$ cat config.mk
export PLATFORM = sky130hd
export DESIGN_NAME = tick_timer
export DESIGN_NICKNAME = d
export VERILOG_FILES = /design/src/rtl/tick_timer_pkg.sv /design/src/rtl/tick_timer_ctrl.sv /design/src/rtl/tick_timer_dp.sv /design/src/rtl/tick_timer.sv
export SDC_FILE = /design/constraint.sdc
export NUM_CORES = 1
export LEC_CHECK = 0
export ABC_AREA = 1
export BUFFER_PORTS_ARGS = -buffer_cell sky130_fd_sc_hd__buf_2
export CAP_MARGIN = 0
export CORE_AREA = 2 2 66 68
export DETAILED_ROUTE_END_ITERATION = 10
export DIE_AREA = 0 0 68 70
export GPL_TIMING_DRIVEN = 1
export HOLD_SLACK_MARGIN = 0.03
export PLACE_DENSITY = 0.67
export SKIP_CTS_REPAIR_TIMING = 1
export SLEW_MARGIN = 20
export SYNTH_ARGS = -nofsm -noshare
export SYNTH_HDL_FRONTEND = slang
export SYNTH_SLANG_ARGS = --single-unit
$ cat constraint.sdc
create_clock -name clk -period 3.2 [get_ports clk]
set_clock_uncertainty 0.05 [all_clocks]
set_input_delay 0.96 -clock clk [delete_from_list [all_inputs] [get_ports clk]]
set_output_delay 0.96 -clock clk [all_outputs]
set_load 0.03 [all_outputs]
$ cat src/rtl/tick_timer_pkg.sv
package tick_timer_pkg;

  localparam int MODE_W    = 8;
  localparam int START_BIT = 0;
  localparam int CONT_BIT  = 1;
  localparam int SEL_LO    = 2;
  localparam int SEL_HI    = 4;
  localparam int CAPEN_BIT = 5;
  localparam int FIELD_W   = CAPEN_BIT + 1;
  localparam int NUM_TAPS  = 7;
  localparam logic [2:0] SEL_EVENT = 3'b111;

  typedef struct packed {
    logic clr;
    logic inc;
    logic cap;
  } tmr_strobe_t;

  // Prescaler bit whose rising transition forms the enable for a select code
  function automatic int tap_bit(input int code);
    case (code)
      0:       return 0;
      1:       return 1;
      2:       return 2;
      3:       return 4;
      4:       return 6;
      5:       return 8;
      default: return 9;
    endcase
  endfunction

endpackage

$ cat src/rtl/tick_timer_ctrl.sv
module tick_timer_ctrl
  import tick_timer_pkg::*;
#(
  parameter int PRE_W  = 10,
  parameter int SYNC_N = 2
) (
  input  logic              clk,
  input  logic              rstN,
  input  logic              modeWe,
  input  logic [MODE_W-1:0] modeWdata,
  output logic [MODE_W-1:0] modeRdata,
  input  logic              evtIn,
  input  logic              capIn,
  output tmr_strobe_t       strb
);

  logic [FIELD_W-1:0] modeQ;
  logic [PRE_W-1:0]   preQ;
  logic [SYNC_N-1:0]  evtSync;
  logic [SYNC_N-1:0]  capSync;
  logic               capPrev;
  logic               srcPrev;
  logic [7:0]         srcVec;
  logic               srcNow;
  logic               tickEn;
  logic               capRise;
  logic               startRise;
  logic               running;
  logic [2:0]         clkSel;

  always_ff @(posedge clk or negedge rstN) begin
    if (!rstN)       modeQ <= '0;
    else if (modeWe) modeQ <= modeWdata[FIELD_W-1:0];
  end

  assign modeRdata = {{(MODE_W-FIELD_W){1'b0}}, modeQ};
  assign clkSel    = modeQ[SEL_HI:SEL_LO];
  assign running   = modeQ[START_BIT] & modeQ[CONT_BIT];
  assign startRise = modeWe & modeWdata[START_BIT] & ~modeQ[START_BIT];

  always_ff @(posedge clk or negedge rstN) begin
    if (!rstN) preQ <= '0;
    else       preQ <= preQ + PRE_W'(1);
  end

  always_ff @(posedge clk or negedge rstN) begin
    if (!rstN) begin
      evtSync <= '0;
      capSync <= '0;
      capPrev <= 1'b0;
      srcPrev <= 1'b0;
    end else begin
      evtSync <= {evtSync[SYNC_N-2:0], evtIn};
      capSync <= {capSync[SYNC_N-2:0], capIn};
      capPrev <= capSync[SYNC_N-1];
      srcPrev <= srcNow;
    end
  end

  for (genvar i = 0; i < NUM_TAPS; i++) begin : g_tap
    localparam int TB = tap_bit(i);
    assign srcVec[i] = preQ[TB];
  end
  assign srcVec[7] = evtSync[SYNC_N-1];

  assign srcNow  = srcVec[clkSel];
  assign tickEn  = srcNow & ~srcPrev;
  assign capRise = capSync[SYNC_N-1] & ~capPrev;

  assign strb.clr = startRise;
  assign strb.inc = tickEn & running;
  assign strb.cap = capRise & modeQ[CAPEN_BIT];

  // enables never come back to back
  p_tick_gap_r3: assert property (@(posedge clk) disable iff (!rstN)
    tickEn |=> !tickEn);

  // a write of start = 0 blocks advances in the following cycle
  p_stop_after_write_r5: assert property (@(posedge clk) disable iff (!rstN)
    (modeWe && !modeWdata[START_BIT]) |=> !strb.inc);

  // a write of continue = 0 blocks advances in the following cycle
  p_hold_cont_r8: assert property (@(posedge clk) disable iff (!rstN)
    (modeWe && !modeWdata[CONT_BIT]) |=> !strb.inc);

  // rewriting start as 1 while it reads 1 never clears
  p_no_clear_rewrite_r7: assert property (@(posedge clk) disable iff (!rstN)
    (modeWe && modeRdata[START_BIT]) |-> !strb.clr);

  // no capture while capture enable reads 0
  p_cap_gated_r11: assert property (@(posedge clk) disable iff (!rstN)
    !modeRdata[CAPEN_BIT] |-> !strb.cap);

endmodule

$ cat src/rtl/tick_timer_dp.sv
module tick_timer_dp
  import tick_timer_pkg::*;
#(
  parameter int CNT_W = 8
) (
  input  logic             clk,
  input  logic             rstN,
  input  tmr_strobe_t      strb,
  output logic [CNT_W-1:0] countOut,
  output logic [CNT_W-1:0] capOut,
  output logic             wrapTick
);

  logic [CNT_W-1:0] countQ;
  logic [CNT_W-1:0] capQ;
  logic             wrapQ;

  always_ff @(posedge clk or negedge rstN) begin
    if (!rstN) begin
      countQ <= '0;
      capQ   <= '0;
      wrapQ  <= 1'b0;
    end else begin
      wrapQ <= 1'b0;
      if (strb.clr) begin
        countQ <= '0;
      end else if (strb.inc) begin
        countQ <= countQ + CNT_W'(1);
        wrapQ  <= &countQ;
      end
      if (strb.cap) capQ <= countQ;
    end
  end

  assign countOut = countQ;
  assign capOut   = capQ;
  assign wrapTick = wrapQ;

  // a restart strobe leaves the count at zero
  p_clear_zero_r6: assert property (@(posedge clk) disable iff (!rstN)
    strb.clr |=> (countOut == '0));

  // an advance moves the count by exactly one
  p_step_one_r4: assert property (@(posedge clk) disable iff (!rstN)
    (!strb.clr && strb.inc) |=> (countOut == $past(countOut) + CNT_W'(1)));

  // without clear or advance the count holds
  p_hold_r5: assert property (@(posedge clk) disable iff (!rstN)
    (!strb.clr && !strb.inc) |=> $stable(countOut));

  // the wrap tick appears only with a zero count
  p_wrap_zero_r9: assert property (@(posedge clk) disable iff (!rstN)
    wrapTick |-> (countOut == '0));

  // the wrap tick lasts a single cycle
  p_wrap_single_r9: assert property (@(posedge clk) disable iff (!rstN)
    wrapTick |=> !wrapTick);

  // a capture stores the count seen before that edge
  p_capture_r12: assert property (@(posedge clk) disable iff (!rstN)
    strb.cap |=> (capOut == $past(countOut)));

endmodule

$ cat src/rtl/tick_timer.sv
module tick_timer
  import tick_timer_pkg::*;
#(
  parameter int CNT_W  = 8,
  parameter int PRE_W  = 10,
  parameter int SYNC_N = 2
) (
  input  logic              clk,
  input  logic              rstN,
  input  logic              modeWe,
  input  logic [MODE_W-1:0] modeWdata,
  output logic [MODE_W-1:0] modeRdata,
  input  logic              evtIn,
  input  logic              capIn,
  output logic [CNT_W-1:0]  countOut,
  output logic [CNT_W-1:0]  capOut,
  output logic              wrapTick
);

  tmr_strobe_t strb;

  tick_timer_ctrl #(.PRE_W(PRE_W), .SYNC_N(SYNC_N)) u_ctrl (
    .clk       (clk),
    .rstN      (rstN),
    .modeWe    (modeWe),
    .modeWdata (modeWdata),
    .modeRdata (modeRdata),
    .evtIn     (evtIn),
    .capIn     (capIn),
    .strb      (strb)
  );

  tick_timer_dp #(.CNT_W(CNT_W)) u_dp (
    .clk      (clk),
    .rstN     (rstN),
    .strb     (strb),
    .countOut (countOut),
    .capOut   (capOut),
    .wrapTick (wrapTick)
  );

endmodule

Yosys cells after proc, flatten, opt, wreduce, memory -nomap -nowiden
Index checks and enable logic that the tools add are counted.
- add/subtract/negate cells: 2
- multipliers: 0
- div/mod/pow operators: 0
- order comparisons: 1
- equality and inequality tests: 0
- shift-type cells: 0
- muxes and demuxes: 6
- bitwise gates (word level): 10
- reduce and logical (&&, ||, !) cells: 2
- operator list (operator ; count):
    8-bit 2-to-1 mux ; 2
    10-bit by 1-bit adder with 10-bit output, second input constant ; 1
    8-bit by 1-bit adder with 8-bit output, second input constant ; 1
    8-bit AND reduction ; 1
    1-bit bitwise AND ; 7
    3-bit by 4-bit less-than comparator with 1-bit output, second input constant ; 1
    1-bit binary-select mux with 3-bit select ; 1
    1-bit 2-to-1 mux ; 3
    1-bit inverter ; 3
    2-bit nonzero test ; 1
- bits in registers: 39
- bits in latches: 0
- memory bits (writable): 0
- memory bits (read-only): 0
- input port bits: 13
- output and inout port bits: 25
- logic and storage cells: 30
- memories kept: 0

Depth between registers and ports, before layout
- depth in word-level cells: 6
- depth in mapped cells: 8
- gate-level depth less buffers: 8

By module
A second synthesis with hierarchy kept.
- cells, all modules: 182
- area total of the unflattened synthesis: 1702.9 um^2
- modules (own cells, without submodules) (module ; times used ; cells each ; area each (um^2) ; seq. area each (um^2)):
    tick_timer_ctrl ; 1 ; 98 ; 943.4 ; 550.5
    tick_timer_dp ; 1 ; 84 ; 759.5 ; 425.4

Worst setup path after synthesis
OpenSTA, ideal clock, no wires.
- path kind: in2reg
- start: input modeWe
- end: register u_dp.countQ[0] (netlist: u_dp.countOut[0])
- library setup time: 66 ps
- arrival time: 1645 ps
- required time: 3084 ps
- setup slack: 1439 ps
- cell stages on the path: 6
- buffers on the path: 1
- cell sequence: nand2_1 > nor2_4 > inv_2 > clkbuf_1 > nand4_1 > nand2_1
- longest elaborated chain between the ends: 3
- elaborated cells between the ends (all ways): 4
- RTL lines (element ; line ; text):
    from (decl) ; tick_timer.sv:10 ; input logic modeWe,
    1-bit bitwise AND (*) (2 in a row) ; tick_timer_ctrl.sv:39 ; assign startRise = modeWe & modeWdata[START_BIT] & ~modeQ[START_BIT];
    8-bit 2-to-1 mux / 2-bit nonzero test (equally long branches) ; n/a ;
    to (signal assigned) ; tick_timer_dp.sv:28 ; countQ <= countQ + CNT_W'(1);
    to (decl) ; tick_timer_dp.sv:14 ; logic [CNT_W-1:0] countQ;
Mark *: on every way between the ends. The rest lies on a longest branch, timed or not.
A chain may end at the register's enable or synchronous reset.

Final worst setup path
- start: register u_dp.countQ[4] (netlist: u_dp.countOut[4])
- end: output countOut[4]
- RTL lines (element ; line ; text):
    to (decl) ; tick_timer.sv:15 ; output logic [CNT_W-1:0] countOut,
No word-level cell between the ends.

==> flow_summary_export.csv <==
group,metric,value,unit
outcome,status,"finished, final reports clean",
sta,slew_headroom,44.1,%
worst_setup_path,r2r_end,"u_dp.wrapTick",
sta,rsz0062_at_grt,"no",
grt,grtUsageTotal,15.2,%
worst_setup_path,ff2ff_setup_slack,1800,ps
placed_design,hpwl,2.29,mm
placed_design,globalplace.congestion,0.771,
clock_tree,cts-root-buf,"clkbuf_8",
min_path,hold_class,"flop to flop",
yosys,yosysMostFrequentCell,"nand2_1",
yosys,ys_ff_latch,39,
grt,grt_overflow,0,
drt,detail_route.drc_violations,0,
grt,grt_pass1_vias,1236,
sta,finalHoldViolations,0,
yosys,yosysWarnings,0,
clock_tree,clkSlewWorstSetupHoldPaths,70,ps
min_path,hold_path_depth,0,
grt,antenna_found_initial,0,
drt,detail-route-antenna-nets,0,
worst_setup_path,path_cells,"buf_2",
drt,avgRoutedWirePerCell,11.1,um
yosys,syn-cell-area,1780,um2
sta,tightest_slew,839,ps
worst_setup_path,r2r-start,"u_dp.countOut[0]",
pwr,seqPwrFrac,48.2,%
drt,wl_met3,180,um
floorplanning,start_util,43.0,%
finish,layout-drive-gt1-share,25.3,%
pwr,peakVddDrop,0.246,mV
floorplanning,core_area,4140,um2
yosys,synth-edff-count,0,
min_path,worstHoldEndpoint,"u_ctrl.evtSync[1]",
finish,nNetsFinal,243,
drt,drt_first_pass_iters,5,
clock_tree,cts_tree,"done",
yosys,yosysSeqAreaShare,54.7,%
yosys,synthCells,192,
drt,dr_wl_met2,1.33,mm
yosys,ys_top_cells_by_area,"dfrtp_1, nand2_1, nand3_1",
worst_setup_path,path_delay_family,"flip-flops",
worst_setup_path,endpoint_kind,"primary output",
clock_tree,cts.sinks,39,
drt,routed_wl,3.12,mm
sta,timing.fmax,495,MHz
clock_tree,clock_path_buffers,2,
yosys,synth_ff_type,"dfrtp_1",
floorplanning,die_height,70,um
placed_design,dpl-instance-area,1990,um2
pwr,powerDensity,626,nW/um2
worst_setup_path,crit_path_start_kind,"flop",
pwr,p_clk_share,24.4,%
worst_setup_path,cp_num_cells,1,
finish,antennaDiodeCount,0,
yosys,synth_top_cell_by_area,"dfrtp_1",
placed_design,port_buffers,33,
grt,grt_pass1_wl,5.42,mm
finish,syn2layout_area_growth,16.2,%
clock_tree,clock_latency,290,ps
floorplanning,core.rowCount,24,
drt,top_layer_used,"met4",
grt,grt_max_degree,40,
worst_setup_path,cp_slowest_cell,"dfrtp_1",
pwr,power,0.00130,W
sta,finalCritPeriodShare,63.1,%
worst_setup_path,worstPathMaxFanout,8,
yosys,synth_top_cell_area_share,54.7,%
drt,num_vias,1334,
flow_run,maxCapViolations,0,
finish,fin_area,2070,um2
worst_setup_path,crit_path_start,"u_dp.countOut[4]",
pwr,comb_power_share,27.4,%
floorplanning,die_w,68,um
yosys,async_flop_share,100,%
floorplanning,dieArea,4760,um2
sta,setup_viol,0,
worst_setup_path,reg2reg_depth,7,
drt,drt_iter0_drc,44,
pwr,power.share.switching,37.0,%
worst_setup_path,slowest_delay,470,ps
pwr,internal-power,0.000818,W
min_path,hold_start,"u_ctrl.evtSync[0]",
worst_setup_path,worst_ep_required_time,2190,ps
sta,slew_violations,0,
worst_setup_path,crit_arrival,1010,ps
drt,m1WireLength,1.54,mm
sta,setup-tns-final,0,ps
yosys,ys_types,29,
clock_tree,cts_buffers,5,
yosys,synth_common_cells,"nand2_1, dfrtp_1, inv_1",
yosys,avgSynthCellArea,9.29,um2
clock_tree,htreeDepth,2,
floorplanning,ios,38,
pwr,p_leak,1.07,nW
sta,fin_crit,2020,ps
worst_setup_path,path_buf_inv,1,
drt,vias_per_cell,4.75,
worst_setup_path,crit_type,"flop to primary output",
pwr,power.switching,0.000479,W
-- final cells by class --
type	instances	area, um2
fillers	392	2070
flip-flops and latches	39	976
multi-input cells	125	694
repair buffers	33	165
inverters	24	90.1
clock buffers	7	76.3
well taps	52	65.1
clock inverters	1	5.00
-- flip-flops by register name, indices dropped and copies added (netlist names) --
signal and flops:
u_ctrl.srcPrev 1, u_dp.countOut 8, u_ctrl.modeQ 6, u_dp.wrapTick 1, u_ctrl.capPrev 1, u_dp.capOut 8, u_ctrl.preQ 10, u_ctrl.evtSync 2
u_ctrl.capSync 2
-- through the flow --
stage,util [%],std cells,hold WS [ps],setup WS (ps)
after CTS,50.0,281,305,1170
after floorplan,-,193,281,1440
after global placement,48.0,273,284,1220
after global routing,50.0,281,321,1110
final,50.0,281,302,1180
after detailed placement,48.0,273,289,1220
-- kinds of logic (layout without fill, tap and decap cells) --
group,after synthesis,after routing,synth area share (%)
buffers and inverters,29,65,6.53
other,1,2,0.210
xor gates and xnor gates,8,8,3.93
AOI/OAI and AO/OA,14,14,3.93
adders and majority gates,2,2,1.40
and+or+nand+nor,96,96,27.4
DFF,39,39,54.7
muxes,3,3,1.89
-- how the worst max path moves through the flow --
stage,endpoint
floorplan,u_dp.countOut[0]
global placement,u_dp.countOut[5]
detailed placement,u_dp.countOut[3]
CTS,countOut[4]
global route,countOut[4]
finish,countOut[4]
-- power by group through the flow --
| stage | sequential, W | combinational (W) | clock (W) |
|---|---|---|---|
| 5_1_grt | 0.000639 | 0.000392 | 0.000346 |
| 3_5_place_dp | 0.000636 | 0.000358 | 0 |
| 3_3_place_gp | 0.000634 | 0.000356 | 0 |
| 6_report | 0.000625 | 0.000355 | 0.000316 |
| 2_1_floorplan | 0.000752 | 0.000129 | 0 |
| 4_1_cts | 0.000626 | 0.000359 | 0.000331 |
-- per-layer routing --
metal / vias up / track usage [%]
li1: 683 / -
met1: 606 / 20.4
met2: 40 / 22.3
met3: 5 / 4.51
met4: 0 / 7.11
met5: - / 0
-- cell usage in the layout, fill, tap and decap left out, types with 3 or more instances in the layout --
master    instances
nand2_1          51
dfrtp_1          39
buf_2            33
inv_1            19
nand3_1          17
o21ai_0          12
xor2_1            8
nor2_1            7
inv_2             5
clkbuf_8          5
nand3_2           3
nand4_1           3
mux2_2            3
-- worst reg2reg max path, delay by kind of cell (launching register included) --
family        cells  cell delay, ps
flops             1             430
simple gates      5             590
buf+inv           1              80
fa+ha+maj         1             200
Note: power is estimated with default switching activity, not from simulation.
